===== src/rtl/rob_pkg.sv =====
package rob_pkg;

    typedef enum logic [1:0] {
        KIND_BRANCH = 2'b00,
        KIND_STORE  = 2'b01,
        KIND_REG    = 2'b10
    } op_kind_e;

    typedef enum logic [1:0] {
        OCC_EMPTY,
        OCC_MID,
        OCC_FULL
    } occ_state_e;

    typedef enum logic [2:0] {
        RET_WAIT,
        RET_REG,
        RET_STORE,
        RET_BRANCH,
        RET_REDIRECT,
        RET_FAULT
    } ret_action_e;

endpackage


===== src/rtl/rob_ptrs.sv =====
module rob_ptrs
    import rob_pkg::*;
#(
    parameter int DEPTH = 8,
    localparam int TAG_W = $clog2(DEPTH),
    localparam int CNT_W = $clog2(DEPTH + 1)
) (
    input  logic             clk,
    input  logic             rst_n,
    input  logic             alloc_req,
    input  logic             retire,
    input  logic             flush,
    output logic             alloc_ok,
    output logic [TAG_W-1:0] head_q,
    output logic [TAG_W-1:0] tail_q,
    output logic [CNT_W-1:0] occ_q,
    output logic             full,
    output logic             empty
);

    localparam logic [TAG_W-1:0] LAST_IDX = TAG_W'(DEPTH - 1);
    localparam logic [CNT_W-1:0] ONE_LEFT = CNT_W'(DEPTH - 1);

    occ_state_e st_q, st_d;

    function automatic logic [TAG_W-1:0] bump(input logic [TAG_W-1:0] p);
        return (p == LAST_IDX) ? '0 : p + 1'b1;
    endfunction

    assign alloc_ok = alloc_req && (st_q != OCC_FULL) && !flush;

    // next-state selection
    always_comb begin
        st_d = st_q;
        unique case (st_q)
            OCC_EMPTY: begin
                if (alloc_ok) st_d = OCC_MID;
            end
            OCC_MID: begin
                if (flush)
                    st_d = OCC_EMPTY;
                else if (alloc_ok && !retire && occ_q == ONE_LEFT)
                    st_d = OCC_FULL;
                else if (retire && !alloc_ok && occ_q == CNT_W'(1))
                    st_d = OCC_EMPTY;
            end
            OCC_FULL: begin
                if (flush)       st_d = OCC_EMPTY;
                else if (retire) st_d = OCC_MID;
            end
            default: st_d = OCC_EMPTY;
        endcase
    end

    // state and pointer registers
    always_ff @(posedge clk) begin
        if (!rst_n) begin
            st_q   <= OCC_EMPTY;
            head_q <= '0;
            tail_q <= '0;
            occ_q  <= '0;
        end else if (flush) begin
            st_q   <= OCC_EMPTY;
            head_q <= '0;
            tail_q <= '0;
            occ_q  <= '0;
        end else begin
            st_q <= st_d;
            if (retire)   head_q <= bump(head_q);
            if (alloc_ok) tail_q <= bump(tail_q);
            unique case ({alloc_ok, retire})
                2'b10:   occ_q <= occ_q + 1'b1;
                2'b01:   occ_q <= occ_q - 1'b1;
                default: occ_q <= occ_q;
            endcase
        end
    end

    // outputs decoded from state
    always_comb begin
        full  = (st_q == OCC_FULL);
        empty = (st_q == OCC_EMPTY);
    end

endmodule


===== src/rtl/rob_slots.sv =====
module rob_slots #(
    parameter int DEPTH  = 8,
    parameter int DEST_W = 32,
    parameter int DATA_W = 32,
    localparam int TAG_W = $clog2(DEPTH)
) (
    input  logic              clk,
    input  logic              rst_n,
    input  logic              flush,
    input  logic              alloc_ok,
    input  logic [TAG_W-1:0]  tail,
    input  logic [1:0]        alloc_kind,
    input  logic [DEST_W-1:0] alloc_dest,
    input  logic              retire,
    input  logic [TAG_W-1:0]  head,
    input  logic              cdb_valid,
    input  logic [TAG_W-1:0]  cdb_tag,
    input  logic [DATA_W-1:0] cdb_value,
    input  logic              cdb_mispred,
    input  logic              cdb_fault,
    output logic              head_valid,
    output logic              head_ready,
    output logic [1:0]        head_kind,
    output logic [DEST_W-1:0] head_dest,
    output logic [DATA_W-1:0] head_value,
    output logic              head_mp,
    output logic              head_fault
);

    logic [DEPTH-1:0]  valid_vec, ready_vec, mp_vec, fault_vec;
    logic [1:0]        kind_arr  [DEPTH];
    logic [DEST_W-1:0] dest_arr  [DEPTH];
    logic [DATA_W-1:0] value_arr [DEPTH];

    for (genvar i = 0; i < DEPTH; i++) begin : g_slot
        logic              v_q, r_q, m_q, f_q;
        logic [1:0]        k_q;
        logic [DEST_W-1:0] d_q;
        logic [DATA_W-1:0] x_q;

        always_ff @(posedge clk) begin
            if (!rst_n) begin
                v_q <= 1'b0;
                r_q <= 1'b0;
                m_q <= 1'b0;
                f_q <= 1'b0;
                k_q <= '0;
                d_q <= '0;
                x_q <= '0;
            end else if (flush) begin
                v_q <= 1'b0;
                r_q <= 1'b0;
            end else if (alloc_ok && tail == TAG_W'(i)) begin
                v_q <= 1'b1;
                r_q <= 1'b0;
                m_q <= 1'b0;
                f_q <= 1'b0;
                k_q <= alloc_kind;
                d_q <= alloc_dest;
            end else if (retire && head == TAG_W'(i)) begin
                v_q <= 1'b0;
                r_q <= 1'b0;
            end else if (cdb_valid && cdb_tag == TAG_W'(i) && v_q && !r_q) begin
                r_q <= 1'b1;
                x_q <= cdb_value;
                m_q <= cdb_mispred;
                f_q <= cdb_fault;
            end
        end

        assign valid_vec[i] = v_q;
        assign ready_vec[i] = r_q;
        assign mp_vec[i]    = m_q;
        assign fault_vec[i] = f_q;
        assign kind_arr[i]  = k_q;
        assign dest_arr[i]  = d_q;
        assign value_arr[i] = x_q;
    end

    assign head_valid = valid_vec[head];
    assign head_ready = ready_vec[head];
    assign head_mp    = mp_vec[head];
    assign head_fault = fault_vec[head];
    assign head_kind  = kind_arr[head];
    assign head_dest  = dest_arr[head];
    assign head_value = value_arr[head];

endmodule


===== src/rtl/rob_retire.sv =====
module rob_retire
    import rob_pkg::*;
#(
    parameter int DEST_W = 32,
    parameter int DATA_W = 32,
    parameter int REG_W  = 5
) (
    input  logic              head_valid,
    input  logic              head_ready,
    input  logic [1:0]        head_kind,
    input  logic [DEST_W-1:0] head_dest,
    input  logic [DATA_W-1:0] head_value,
    input  logic              head_mp,
    input  logic              head_fault,
    output logic              retire,
    output logic              cmt_valid,
    output logic [1:0]        cmt_kind,
    output logic              reg_wr_en,
    output logic [REG_W-1:0]  reg_wr_idx,
    output logic [DATA_W-1:0] reg_wr_data,
    output logic              mem_wr_en,
    output logic [DEST_W-1:0] mem_wr_addr,
    output logic [DATA_W-1:0] mem_wr_data,
    output logic              flush,
    output logic              exc_raise
);

    ret_action_e act;

    // action chosen for the head entry
    always_comb begin
        act = RET_WAIT;
        if (head_valid && head_ready) begin
            if (head_fault) begin
                act = RET_FAULT;
            end else begin
                unique case (op_kind_e'(head_kind))
                    KIND_REG:    act = RET_REG;
                    KIND_STORE:  act = RET_STORE;
                    KIND_BRANCH: act = head_mp ? RET_REDIRECT : RET_BRANCH;
                    default:     act = RET_BRANCH;
                endcase
            end
        end
    end

    // outputs for that action
    always_comb begin
        retire    = 1'b0;
        reg_wr_en = 1'b0;
        mem_wr_en = 1'b0;
        flush     = 1'b0;
        exc_raise = 1'b0;
        unique case (act)
            RET_WAIT:     ;
            RET_REG:      begin retire = 1'b1; reg_wr_en = 1'b1; end
            RET_STORE:    begin retire = 1'b1; mem_wr_en = 1'b1; end
            RET_BRANCH:   retire = 1'b1;
            RET_REDIRECT: begin retire = 1'b1; flush = 1'b1; end
            RET_FAULT:    begin retire = 1'b1; flush = 1'b1; exc_raise = 1'b1; end
            default:      ;
        endcase
    end

    assign cmt_valid   = retire;
    assign cmt_kind    = head_kind;
    assign reg_wr_idx  = head_dest[REG_W-1:0];
    assign reg_wr_data = head_value;
    assign mem_wr_addr = head_dest;
    assign mem_wr_data = head_value;

endmodule


===== src/rtl/rob_core.sv =====
module rob_core #(
    parameter int DEPTH  = 8,
    parameter int DEST_W = 32,
    parameter int DATA_W = 32,
    parameter int REG_W  = 5,
    localparam int TAG_W = $clog2(DEPTH),
    localparam int CNT_W = $clog2(DEPTH + 1)
) (
    input  logic              clk,
    input  logic              rst_n,
    input  logic              iss_valid,
    input  logic [1:0]        iss_kind,
    input  logic [DEST_W-1:0] iss_dest,
    output logic [TAG_W-1:0]  iss_tag,
    output logic              full,
    output logic              empty,
    output logic [CNT_W-1:0]  occ,
    input  logic              cdb_valid,
    input  logic [TAG_W-1:0]  cdb_tag,
    input  logic [DATA_W-1:0] cdb_value,
    input  logic              cdb_mispred,
    input  logic              cdb_fault,
    output logic              cmt_valid,
    output logic [1:0]        cmt_kind,
    output logic              reg_wr_en,
    output logic [REG_W-1:0]  reg_wr_idx,
    output logic [DATA_W-1:0] reg_wr_data,
    output logic              mem_wr_en,
    output logic [DEST_W-1:0] mem_wr_addr,
    output logic [DATA_W-1:0] mem_wr_data,
    output logic              flush,
    output logic              exc_raise
);

    logic              alloc_ok, retire;
    logic [TAG_W-1:0]  head_q, tail_q;
    logic              head_valid, head_ready, head_mp, head_fault;
    logic [1:0]        head_kind;
    logic [DEST_W-1:0] head_dest;
    logic [DATA_W-1:0] head_value;

    rob_ptrs #(.DEPTH(DEPTH)) i_ptrs (
        .clk       (clk),
        .rst_n     (rst_n),
        .alloc_req (iss_valid),
        .retire    (retire),
        .flush     (flush),
        .alloc_ok  (alloc_ok),
        .head_q    (head_q),
        .tail_q    (tail_q),
        .occ_q     (occ),
        .full      (full),
        .empty     (empty)
    );

    rob_slots #(.DEPTH(DEPTH), .DEST_W(DEST_W), .DATA_W(DATA_W)) i_slots (
        .clk         (clk),
        .rst_n       (rst_n),
        .flush       (flush),
        .alloc_ok    (alloc_ok),
        .tail        (tail_q),
        .alloc_kind  (iss_kind),
        .alloc_dest  (iss_dest),
        .retire      (retire),
        .head        (head_q),
        .cdb_valid   (cdb_valid),
        .cdb_tag     (cdb_tag),
        .cdb_value   (cdb_value),
        .cdb_mispred (cdb_mispred),
        .cdb_fault   (cdb_fault),
        .head_valid  (head_valid),
        .head_ready  (head_ready),
        .head_kind   (head_kind),
        .head_dest   (head_dest),
        .head_value  (head_value),
        .head_mp     (head_mp),
        .head_fault  (head_fault)
    );

    rob_retire #(.DEST_W(DEST_W), .DATA_W(DATA_W), .REG_W(REG_W)) i_retire (
        .head_valid  (head_valid),
        .head_ready  (head_ready),
        .head_kind   (head_kind),
        .head_dest   (head_dest),
        .head_value  (head_value),
        .head_mp     (head_mp),
        .head_fault  (head_fault),
        .retire      (retire),
        .cmt_valid   (cmt_valid),
        .cmt_kind    (cmt_kind),
        .reg_wr_en   (reg_wr_en),
        .reg_wr_idx  (reg_wr_idx),
        .reg_wr_data (reg_wr_data),
        .mem_wr_en   (mem_wr_en),
        .mem_wr_addr (mem_wr_addr),
        .mem_wr_data (mem_wr_data),
        .flush       (flush),
        .exc_raise   (exc_raise)
    );

    assign iss_tag = tail_q;

endmodule


===== config.mk =====
export PLATFORM = sky130hd
export DESIGN_NAME = rob_core
export DESIGN_NICKNAME = d
export VERILOG_FILES = /design/src/rtl/rob_pkg.sv /design/src/rtl/rob_ptrs.sv /design/src/rtl/rob_slots.sv /design/src/rtl/rob_retire.sv /design/src/rtl/rob_core.sv
export SDC_FILE = /design/constraint.sdc
export NUM_CORES = 1
export LEC_CHECK = 0
export CORE_MARGIN = 3
export CORE_UTILIZATION = 46
export DETAILED_ROUTE_END_ITERATION = 8
export DONT_BUFFER_PORTS = 1
export SLEW_MARGIN = 0
export SYNTH_ARGS = -nofsm -noshare
export SYNTH_HDL_FRONTEND = slang
export SYNTH_SLANG_ARGS = --single-unit

===== constraint.sdc =====
create_clock -name clk -period 4.1 [get_ports clk]
set_input_delay 0.82 -clock clk [delete_from_list [all_inputs] [get_ports clk]]
set_output_delay 0.82 -clock clk [all_outputs]
set_load 0.005 [all_outputs]

==> results of run 1 <==
## sequential cells by signal, indices dropped and copies added (netlist names)
signal / cells
i_slots.g_slot.f_q: 8
i_slots.g_slot.m_q: 8
i_ptrs.occ_q: 4
i_slots.g_slot.r_q: 8
i_slots.g_slot.d_q: 256
i_slots.g_slot.x_q: 256
i_slots.g_slot.v_q: 8
i_slots.g_slot.k_q: 16
i_ptrs.head_q: 3
i_ptrs.tail_q: 3
i_ptrs.st_q: 2
## cell usage in the layout, fill, tap and decap left out, types with 5 or more instances in the layout
cell	n
clkbuf_1	12
clkbuf_8	16
nand3_2	6
nand2b_1	7
ha_1	17
mux2i_1	396
dfxtp_1	569
a21oi_1	35
clkinv_2	12
nand2_1	779
o21ai_0	158
and2_1	10
buf_4	27
nor3_1	10
and3_1	5
nand3b_1	42
inv_1	19
clkbuf_16	61
nor2_1	25
mux4_2	137
buf_12	13
bufinv_16	8
nand3_1	113
## kinds of logic after synthesis
group           synth area share (%)
mux                            27.45
flops                          44.51
fa+ha+maj                     0.8268
simple gates                   16.94
xor+xnor                      0.1362
compound gates                 4.436
buf+inv                        5.705
## how the worst max path moves through the flow
stage,depth (start not counted),slack (ns),start,endpoint
4_1_cts,5,0.18,i_ptrs.head_q[0]$_SDFFE_PP0N_,mem_wr_addr[31]
6_report,5,0.28,i_ptrs.head_q[0]$_SDFFE_PP0N_,mem_wr_addr[31]
3_5_place_dp,12,0.59,i_ptrs.head_q[0]$_SDFFE_PP0N_,i_ptrs.occ_q[3]$_SDFFE_PP0P_
2_1_floorplan,15,0.28,i_ptrs.head_q[1]$_SDFFE_PP0N_,i_ptrs.occ_q[3]$_SDFFE_PP0P_
5_1_grt,5,0.06,i_ptrs.head_q[0]$_SDFFE_PP0N_,mem_wr_addr[31]
3_3_place_gp,12,0.56,i_ptrs.head_q[0]$_SDFFE_PP0N_,i_ptrs.occ_q[3]$_SDFFE_PP0P_
## final cells by class
type | count | area (µm²) | share of cell area, %
flip-flops and latches | 572 | 11460 | 41.02
repair buffers | 40 | 462.9 | 1.657
well taps | 748 | 935.9 | 3.349
inverters | 23 | 96.34 | 0.3448
clock inverters | 26 | 362.8 | 1.299
multi-input cells | 1792 | 12830 | 45.92
clock buffers | 89 | 1792 | 6.412
## power breakdown
part | switching (mW) | total (mW) | internal, mW
sequential | 0.0424 | 5.67 | 5.63
clock | 2.31 | 5.84 | 3.53
combinational | 0.237 | 0.389 | 0.152
## through the flow
stage	area (µm²)	util [%]	worst slack (ns)	hold slack [ns]	power [mW]
final	27940	50.62	0.2813	0.3127	11.90
after global routing	27940	50.62	0.05923	0.2933	12.34
after CTS	27940	50.62	0.1752	0.2642	12.05
after detailed placement	25790	46.72	0.5908	0.4440	6.187
after global placement	25790	46.72	0.5602	0.4385	6.170
after floorplan	25720	-	0.2820	0.4315	6.172
## layer usage
layer | global-route usage, % | up-vias | wire (µm)
met4 | 7.443 | 0 | 1864
met3 | 4.438 | 132 | 3534
li1 | - | 8739 | -
met5 | 0 | - | 0
met1 | 27.13 | 8980 | 27480
met2 | 36.78 | 457 | 31260
==> flow_metrics.env, run 1 <==
export IMPL_maxSlewViolCount=121
export IMPL_globalRouteTotalUtil_pct=21.53
export IMPL_syn_inst=2630
export IMPL_dieArea_um2=58800
export IMPL_drc_errors=0
export IMPL_setup_worst_path_class="flip-flop to output port"
export IMPL_crit_required_ns=3.28
export IMPL_yosys_top_cells_area="dfxtp_1 45%, mux2i_1 15%, mux4_2 12%, nand2_1 11%, o21ai_0 3.1%"
export IMPL_diodes=0
export IMPL_ir_drop_uv=348.5
export IMPL_synth_top_area_share_pct=44.51
export IMPL_clk_latency_ns=0.64
export IMPL_start_kind="flip-flop"
export IMPL_boundaryPins=192
export IMPL_fin_cells=3290
export IMPL_viasPerCell=5.565
export IMPL_num_fill_cells=4976
export IMPL_final_nets=2582
export IMPL_violations="slew limit"
export IMPL_status="finished with violations"
export IMPL_synth_edf_count=0
export IMPL_core_area_um2=55200
export IMPL_cts_resized=0
export IMPL_path_buf_inv=2
export IMPL_path_max_fanout=39
export IMPL_total_leakage_power_nw=10.86
export IMPL_r2r_slack_ns=0.59
export IMPL_rr_startpoint="i_ptrs.head_q[1]$_SDFFE_PP0N_"
export IMPL_drt_antenna_violating_nets=0
export IMPL_cp_top_family="buffers and inverters"
export IMPL_holdPathEnd="i_slots.g_slot[6].d_q[8]$_SDFFE_PN0P_"
export IMPL_syn_area_um2=25720
export IMPL_hold_class="input pin to flip-flop"
export IMPL_drive_gt1_share_pct=12.08
export IMPL_synth_seq_cells=572
export IMPL_cts_made_buffers=61
export IMPL_cts_tree="built"
export IMPL_end_kind="output port"
export IMPL_synth_ff_type="dfxtp_1"
export IMPL_cpPeakStageDelay_ns=0.70
export IMPL_min_path_cells=2
export IMPL_routedWlPerCell_um=19.50
export IMPL_grt_max_degree=707
export IMPL_postCtsSetupRepairBufs=0
export IMPL_period_share_pct=93.14
export IMPL_clock_sinks=572
export IMPL_grt_pass1_wl_um=102700
export IMPL_slew_headroom_pct=-8.615
export IMPL_die_height_um=242.5
export IMPL_synth_cell_type_count=54
export IMPL_cap_violations=0
export IMPL_dp_hpwl_um=37560
export IMPL_placedCellCount=3175
export IMPL_finalClockSkew_ns=0.03122
export IMPL_yosysMostFrequentCell="nand2_1"
export IMPL_cts_hold_buf=0
export IMPL_htreeDepth=2
export IMPL_timing_fmax_ghz=0.2619
export IMPL_synth_common_cells="779 x nand2_1, 572 x dfxtp_1, 396 x mux2i_1, 158 x o21ai_0, 137 x mux4_2"
export IMPL_place_gp_congestion=0.8232
export IMPL_power_density_nw_per_um2=425.9
export IMPL_drtIter0Drc=1453
export IMPL_clock_path_buffers=3
export IMPL_area_delta_synth_final_pct=8.623
export IMPL_worstPathArrival_ns=3.00
export IMPL_die_x_um=242.5
export IMPL_detail_route_wirelength_um=64140
export IMPL_cp_slowest_cell="buf_4"
export IMPL_worst_pin_slew_ns=1.629
export IMPL_overflow=0
export IMPL_holdCritStartpoint="iss_dest[8]"
export IMPL_synth_warnings=0
export IMPL_yosysSeqAreaShare_pct=44.51
export IMPL_async_flop_share_pct=0
export IMPL_netlist_top_cell_by_area="dfxtp_1"
export IMPL_first_pass_iters=6
export IMPL_antenna_found_initial=0
export IMPL_numPortBuffers=0
export IMPL_syn_area_per_cell_um2=9.781
export IMPL_clkTransAtPathRegs_ns=0.06
export IMPL_vias=18308
export IMPL_rr_worst_depth=10
export IMPL_cts_root_buf="clkbuf_16"
export IMPL_synthesis_nets=2722
export IMPL_path_cells="buf_4, buf_4, mux4_2, nand2_1, nand2_1"
export IMPL_row_count=86
export IMPL_fin_tns_setup_ns=0
export IMPL_r2r_end="i_slots.g_slot[7].x_q[9]$_SDFFE_PN0P_"
export IMPL_setup_violations=0
export IMPL_fin_crit_ns=3.819
export IMPL_start_util_pct=46.60
export IMPL_hold_viol_final=0
export IMPL_grt_pass1_vias=18458
export IMPL_rsz0062_at_grt="no"
(Power assumes the default switching activity.)
==> inputs of run 2 (changes only) <==
--- a/config.mk
+++ b/config.mk
@@ -9,6 +9,7 @@
 export CORE_UTILIZATION = 46
 export DETAILED_ROUTE_END_ITERATION = 8
 export DONT_BUFFER_PORTS = 1
+export REMOVE_ABC_BUFFERS = 1
 export SLEW_MARGIN = 0
 export SYNTH_ARGS = -nofsm -noshare
 export SYNTH_HDL_FRONTEND = slang
==> run 2 against run 1 <==
The run still ends with slew limit left. Cell count about the same. Worst hold slack gained 0.014 ns. Clock skew decreased by 0.016 ns. Largest cell class unchanged. Global-route usage down 0.36 points. Design area is 0.42% lower. First-iteration DRC count down 12%. Wire length down 0.63%. Register-to-register slack got worse by 0.07 ns.
==> flow_metrics.env, run 2 (synthesis gave the netlist of run 1 again) <==
export IMPL_final_common_cell="nand2_1"
export IMPL_antenna_found_initial=2
export IMPL_path_max_fanout=23
export IMPL_viasPerCell=5.508
export IMPL_place_gp_congestion=0.8212
export IMPL_numPortBuffers=0
export IMPL_worst_pin_slew_ns=1.566
export IMPL_dp_hpwl_um=36220
export IMPL_cts_tree="built"
export IMPL_setup_slack_ns=0.2097
export IMPL_cts_root_buf="clkbuf_16"
export IMPL_grt_pass1_vias=18065
export IMPL_start_kind="flip-flop"
export IMPL_setup_violations=0
export IMPL_drc_errors=0
export IMPL_pwr_share_seq_pct=48.8
export IMPL_setup_worst_path_class="flip-flop to output port"
export IMPL_finalClockSkew_ns=0.01521
export IMPL_overflow=0
export IMPL_clkTransAtPathRegs_ns=0.06
export IMPL_crit_required_ns=3.28
export IMPL_boundaryPins=192
export IMPL_maxSlewViolCount=155
export IMPL_power_frac_comb_pct=3.3
export IMPL_cp_top_family="multiplexers"
export IMPL_timing_fmax_ghz=0.2570
export IMPL_routedWlPerCell_um=19.37
export IMPL_area_delta_synth_final_pct=8.171
export IMPL_first_pass_iters=8
export IMPL_register_area_um2=11460
export IMPL_start_util_pct=46.60
export IMPL_ir_drop_uv=321.4
export IMPL_grt_max_degree=707
export IMPL_slew_headroom_pct=-4.409
export IMPL_postCtsSetupRepairBufs=0
export IMPL_vias=18128
export IMPL_top_regs="i_slots.g_slot.d_q (256), i_slots.g_slot.x_q (256), i_slots.g_slot.k_q (16)"
export IMPL_violations="slew limit"
export IMPL_htreeDepth=2
export IMPL_path_buf_inv=3
export IMPL_total_leakage_power_nw=10.81
export IMPL_cp_slowest_cell="mux4_2"
export IMPL_power_density_nw_per_um2=417.4
export IMPL_cts_hold_buf=0
export IMPL_clock_sinks=572
export IMPL_rsz0062_at_grt="yes"
export IMPL_clk_latency_ns=0.62
export IMPL_period_share_pct=94.89
export IMPL_hold_slack_ns=0.3268
export IMPL_total_power_mw=11.62
export IMPL_p_int_mw=9.076
export IMPL_core_area_um2=55200
export IMPL_grt_pass1_wl_um=100600
export IMPL_final_nets=2581
export IMPL_clkPwrFrac_pct=47.8
export IMPL_cpPeakStageDelay_ns=0.54
export IMPL_die_height_um=242.5
export IMPL_post_route_util_pct=50.41
export IMPL_fin_tns_setup_ns=0
export IMPL_fin_crit_ns=3.890
export IMPL_most_common_layout_cells="779 x nand2_1, 569 x dfxtp_1, 396 x mux2i_1"
export IMPL_drt_antenna_violating_nets=0
export IMPL_hold_class="input pin to flip-flop"
export IMPL_num_fill_cells=4883
export IMPL_row_count=86
export IMPL_drtIter0Drc=1273
export IMPL_worstPathArrival_ns=3.07
export IMPL_swShare_pct=21.86
export IMPL_dieArea_um2=58800
export IMPL_path_cells="mux4_2, mux2i_1, inv_1, o31a_1, or2_4, inv_4, buf_4"
export IMPL_cap_violations=0
export IMPL_cts_made_buffers=61
export IMPL_status="finished with violations"
export IMPL_hold_viol_final=0
export IMPL_clock_path_buffers=3
export IMPL_globalRouteTotalUtil_pct=21.17
export IMPL_p_switching_mw=2.539
export IMPL_end_kind="output port"
export IMPL_multi_input_area_um2=12830
export IMPL_r2r_slack_ns=0.52
export IMPL_die_x_um=242.5
export IMPL_detail_route_wirelength_um=63740
export IMPL_pre_cts_ws_ns=0.4552
export IMPL_drive_gt1_share_pct=11.84
## run 2: cell count changes in the layout (fill, tap and decap cells not counted), sizes merged
| cell | delta |
|---|---|
| buf | -1 |
| clkbuf | +8 |
| bufinv | -5 |
| inv | -4 |
| diode | +1 |
| clkinv | +1 |
| clkinvlp | +1 |
## run 2: power by group through the flow
stage	Sequential [mW]	Combinational [mW]	Clock (mW)
detailed placement	5.80	0.387	0
CTS	5.67	0.389	5.69
global route	5.68	0.423	5.91
global placement	5.79	0.377	0
finish	5.67	0.386	5.56
floorplan	5.79	0.280	0
## run 2: what timing repair did
item,4_1_cts,5_1_grt
endpoints found under the setup margin,34,11
gates resized for setup,2,0
pin swaps,0,0
## run 2: cell type report
| type | instances | share of cell area [%] |
|---|---|---|
| multi-input combinational | 1792 | 46.11 |
| sequential | 572 | 41.19 |
| clock buffer | 97 | 6.700 |
| tap | 748 | 3.363 |
| timing repair buffer | 39 | 1.619 |
| clock inverter | 19 | 0.6565 |
| inverter | 23 | 0.3507 |
| antenna | 1 | 0.008993 |
## run 2: final timing paths
path              depth (start not counted)                                     end                                    from
hold / removal                            2  i_slots.g_slot[6].d_q[26]$_SDFFE_PN0P_                            iss_dest[26]
hold reg to reg                           2  i_slots.g_slot[6].x_q[22]$_SDFFE_PN0P_  i_slots.g_slot[6].x_q[22]$_SDFFE_PN0P_
setup / recovery                          7                                   flush           i_ptrs.head_q[0]$_SDFFE_PP0N_
setup reg to reg                         13            i_ptrs.occ_q[3]$_SDFFE_PP0P_           i_ptrs.head_q[0]$_SDFFE_PP0N_
## run 2: stage by stage
stage                     cells  instance area, µm²
after floorplan            2387               24350
after CTS                  3290               27820
after global placement     3174               25770
after detailed placement   3174               25770
after global routing       3291               27830
final                      3291               27830
## run 2: routing by layer
metal | wire (µm) | vias up | track usage [%]
li1 | - | 8724 | -
met3 | 3509 | 109 | 4.748
met4 | 1617 | 2 | 6.312
met2 | 30190 | 394 | 35.26
met1 | 28410 | 8899 | 27.61
met5 | 13 | - | 0
==> inputs of run 3 (changes only) <==
==> constraint.sdc (replaced) <==
create_clock -name clk -period 3.52 [get_ports clk]
set_input_delay 0.704 -clock clk [delete_from_list [all_inputs] [get_ports clk]]
set_output_delay 0.704 -clock clk [all_outputs]
set_load 0.005 [all_outputs]
==> run 3 against run 2 <==
The run still ends with slew limit left. First-iteration DRC count up 7.1%. Utilization up 0.29 points. Power up 18%. Clock power up 19%. Design area up 0.58%. Sequential share of layout area down 0.24 points.
==> flow_metrics.env, run 3 (synthesis gave the netlist of run 1 again) <==
export IMPL_antenna_found_initial=1
export IMPL_viasPerCell=5.528
export IMPL_clkPwrFrac_pct=48.5
export IMPL_pwr_share_seq_pct=48.2
export IMPL_clk_latency_ns=0.62
export IMPL_maxSlewViolCount=435
export IMPL_dieArea_um2=58800
export IMPL_grt_pass1_vias=18320
export IMPL_cp_top_family="multiplexers"
export IMPL_finalClockSkew_ns=0.01211
export IMPL_total_power_mw=13.70
export IMPL_swShare_pct=21.58
export IMPL_final_common_cell="nand2_1"
export IMPL_total_leakage_power_nw=10.87
export IMPL_cts_root_buf="clkbuf_16"
export IMPL_drt_antenna_violating_nets=0
export IMPL_boundaryPins=192
export IMPL_clock_sinks=572
export IMPL_p_int_mw=10.74
export IMPL_routedWlPerCell_um=19.44
export IMPL_cp_slowest_cell="mux4_2"
export IMPL_end_kind="output port"
export IMPL_final_nets=2590
export IMPL_first_pass_iters=5
export IMPL_vias=18203
export IMPL_cts_hold_buf=0
export IMPL_top_regs="i_slots.g_slot.d_q (256), i_slots.g_slot.x_q (256), i_slots.g_slot.k_q (16)"
export IMPL_critPathLaunch="i_ptrs.head_q[0]$_SDFFE_PP0N_"
export IMPL_worstPathArrival_ns=2.73
export IMPL_htreeDepth=2
export IMPL_drtIter0Drc=1364
export IMPL_die_height_um=242.5
export IMPL_clkTransAtPathRegs_ns=0.06
export IMPL_row_count=86
export IMPL_most_common_layout_cells="779 x nand2_1, 569 x dfxtp_1, 395 x mux2i_1"
export IMPL_start_kind="flip-flop"
export IMPL_numPortBuffers=0
export IMPL_path_buf_inv=3
export IMPL_detail_route_wirelength_um=64030
export IMPL_hold_viol_final=0
export IMPL_area_delta_synth_final_pct=8.799
export IMPL_status="finished with violations"
export IMPL_hold_class="input pin to flip-flop"
export IMPL_period_share_pct=97.48
export IMPL_cpPeakStageDelay_ns=0.55
export IMPL_dp_hpwl_um=36850
export IMPL_crit_required_ns=2.82
export IMPL_globalRouteTotalUtil_pct=21.35
export IMPL_rr_startpoint="i_ptrs.head_q[0]$_SDFFE_PP0N_"
export IMPL_die_x_um=242.5
export IMPL_clock_path_buffers=3
export IMPL_slew_headroom_pct=-72.44
export IMPL_core_area_um2=55200
export IMPL_overflow=0
export IMPL_ir_drop_uv=339.5
export IMPL_place_gp_congestion=0.8049
export IMPL_setup_worst_path_class="flip-flop to output port"
export IMPL_grt_max_degree=707
export IMPL_timing_fmax_ghz=0.2914
export IMPL_grt_pass1_wl_um=101500
export IMPL_cts_tree="built"
export IMPL_fin_crit_ns=3.431
export IMPL_power_density_nw_per_um2=489.4
export IMPL_fin_tns_setup_ns=0
export IMPL_cts_made_buffers=61
export IMPL_p_switching_mw=2.956
export IMPL_path_cells="mux4_2, mux2i_2, inv_1, o31a_1, or2_4, inv_4, buf_8"
export IMPL_r2r_slack_ns=0.18
export IMPL_path_max_fanout=23
export IMPL_diodes=0
export IMPL_cap_violations=0
export IMPL_setup_violations=0
export IMPL_start_util_pct=46.60
export IMPL_violations="slew limit"
export IMPL_holdCritStartpoint="iss_dest[1]"
export IMPL_drive_gt1_share_pct=12.30
export IMPL_power_frac_comb_pct=3.3
export IMPL_drc_errors=0
export IMPL_worst_pin_slew_ns=2.587
==> run 3: cell count changes in the layout (fill, tap and decap cells not counted), moves of 2 or more <==
| cell | previous run | this run |
|---|---|---|
| clkbuf_1 | 18 | 11 |
| bufinv_16 | 3 | 6 |
| buf_4 | 26 | 30 |
| buf_6 | 0 | 2 |
| clkinv_2 | 13 | 11 |
| buf_12 | 12 | 15 |
==> run 3: final timing paths <==
path	endpoint	depth (start not counted)
setup / recovery	flush	7
hold / removal	i_slots.g_slot[5].d_q[1]$_SDFFE_PN0P_	2
setup reg to reg	i_slots.g_slot[7].x_q[29]$_SDFFE_PN0P_	10
hold reg to reg	i_slots.g_slot[7].x_q[18]$_SDFFE_PN0P_	2
==> run 3: worst register-to-register path: stages, from the launching register on <==
cell,delay [ns]
dfxtp_4,0.40
buf_4,0.16
inv_4,0.06
mux4_2,0.55
a221o_1,0.43
clkinv_4,0.11
or2_4,0.14
buf_4,0.33
and4_2,0.61
buf_12,0.25
mux2i_1,0.23
==> run 3: power groups by stage <==
stage,clock (mW),combinational [mW],sequential [mW]
after floorplan,0,0.326,6.74
after global placement,0,0.438,6.75
after detailed placement,0,0.451,6.75
after CTS,6.79,0.454,6.61
after global routing,7.03,0.495,6.61
final,6.64,0.454,6.61
==> run 3: layer usage <==
layer / part of all wire (%) / GRT usage (%) / up-vias
met5: 0.027 / 0 / -
met4: 2.5 / 6.383 / 2
met3: 5.8 / 4.682 / 106
met2: 47 / 35.25 / 388
met1: 45 / 28.14 / 8946
li1: - / - / 8761
==> run 3: layout make-up <==
type | instances | area (µm²)
Fill cell | 4939 | 27210
Multi-Input combinational cell | 1792 | 12840
Clock inverter | 20 | 262.8
Tap cell | 748 | 935.9
Clock buffer | 90 | 1827
Timing Repair Buffer | 48 | 563.0
Sequential cell | 572 | 11460
Inverter | 23 | 97.59
==> run 3: timing repair <==
action | in CTS | in global routing
setup buffers | 0 | 1
endpoints found under the setup margin | 23 | 19
gates resized for setup | 5 | 4
pin swaps | 0 | 0
==> run 3: per-stage QoR <==
stage                     hold slack [ns]  instances  utilization, %  setup WS, ns  instance area, µm²
after CTS                          0.1726       3292           50.66       0.01189               27960
after detailed placement           0.4427       3182           46.84        0.2534               25850
after floorplan                    0.4315       2387               -        -5.617               24350
after global routing               0.1937       3293           50.70    -0.0001483               27990
final                              0.2172       3293           50.70       0.08881               27990
after global placement             0.4386       3182           46.84        0.2692               25850
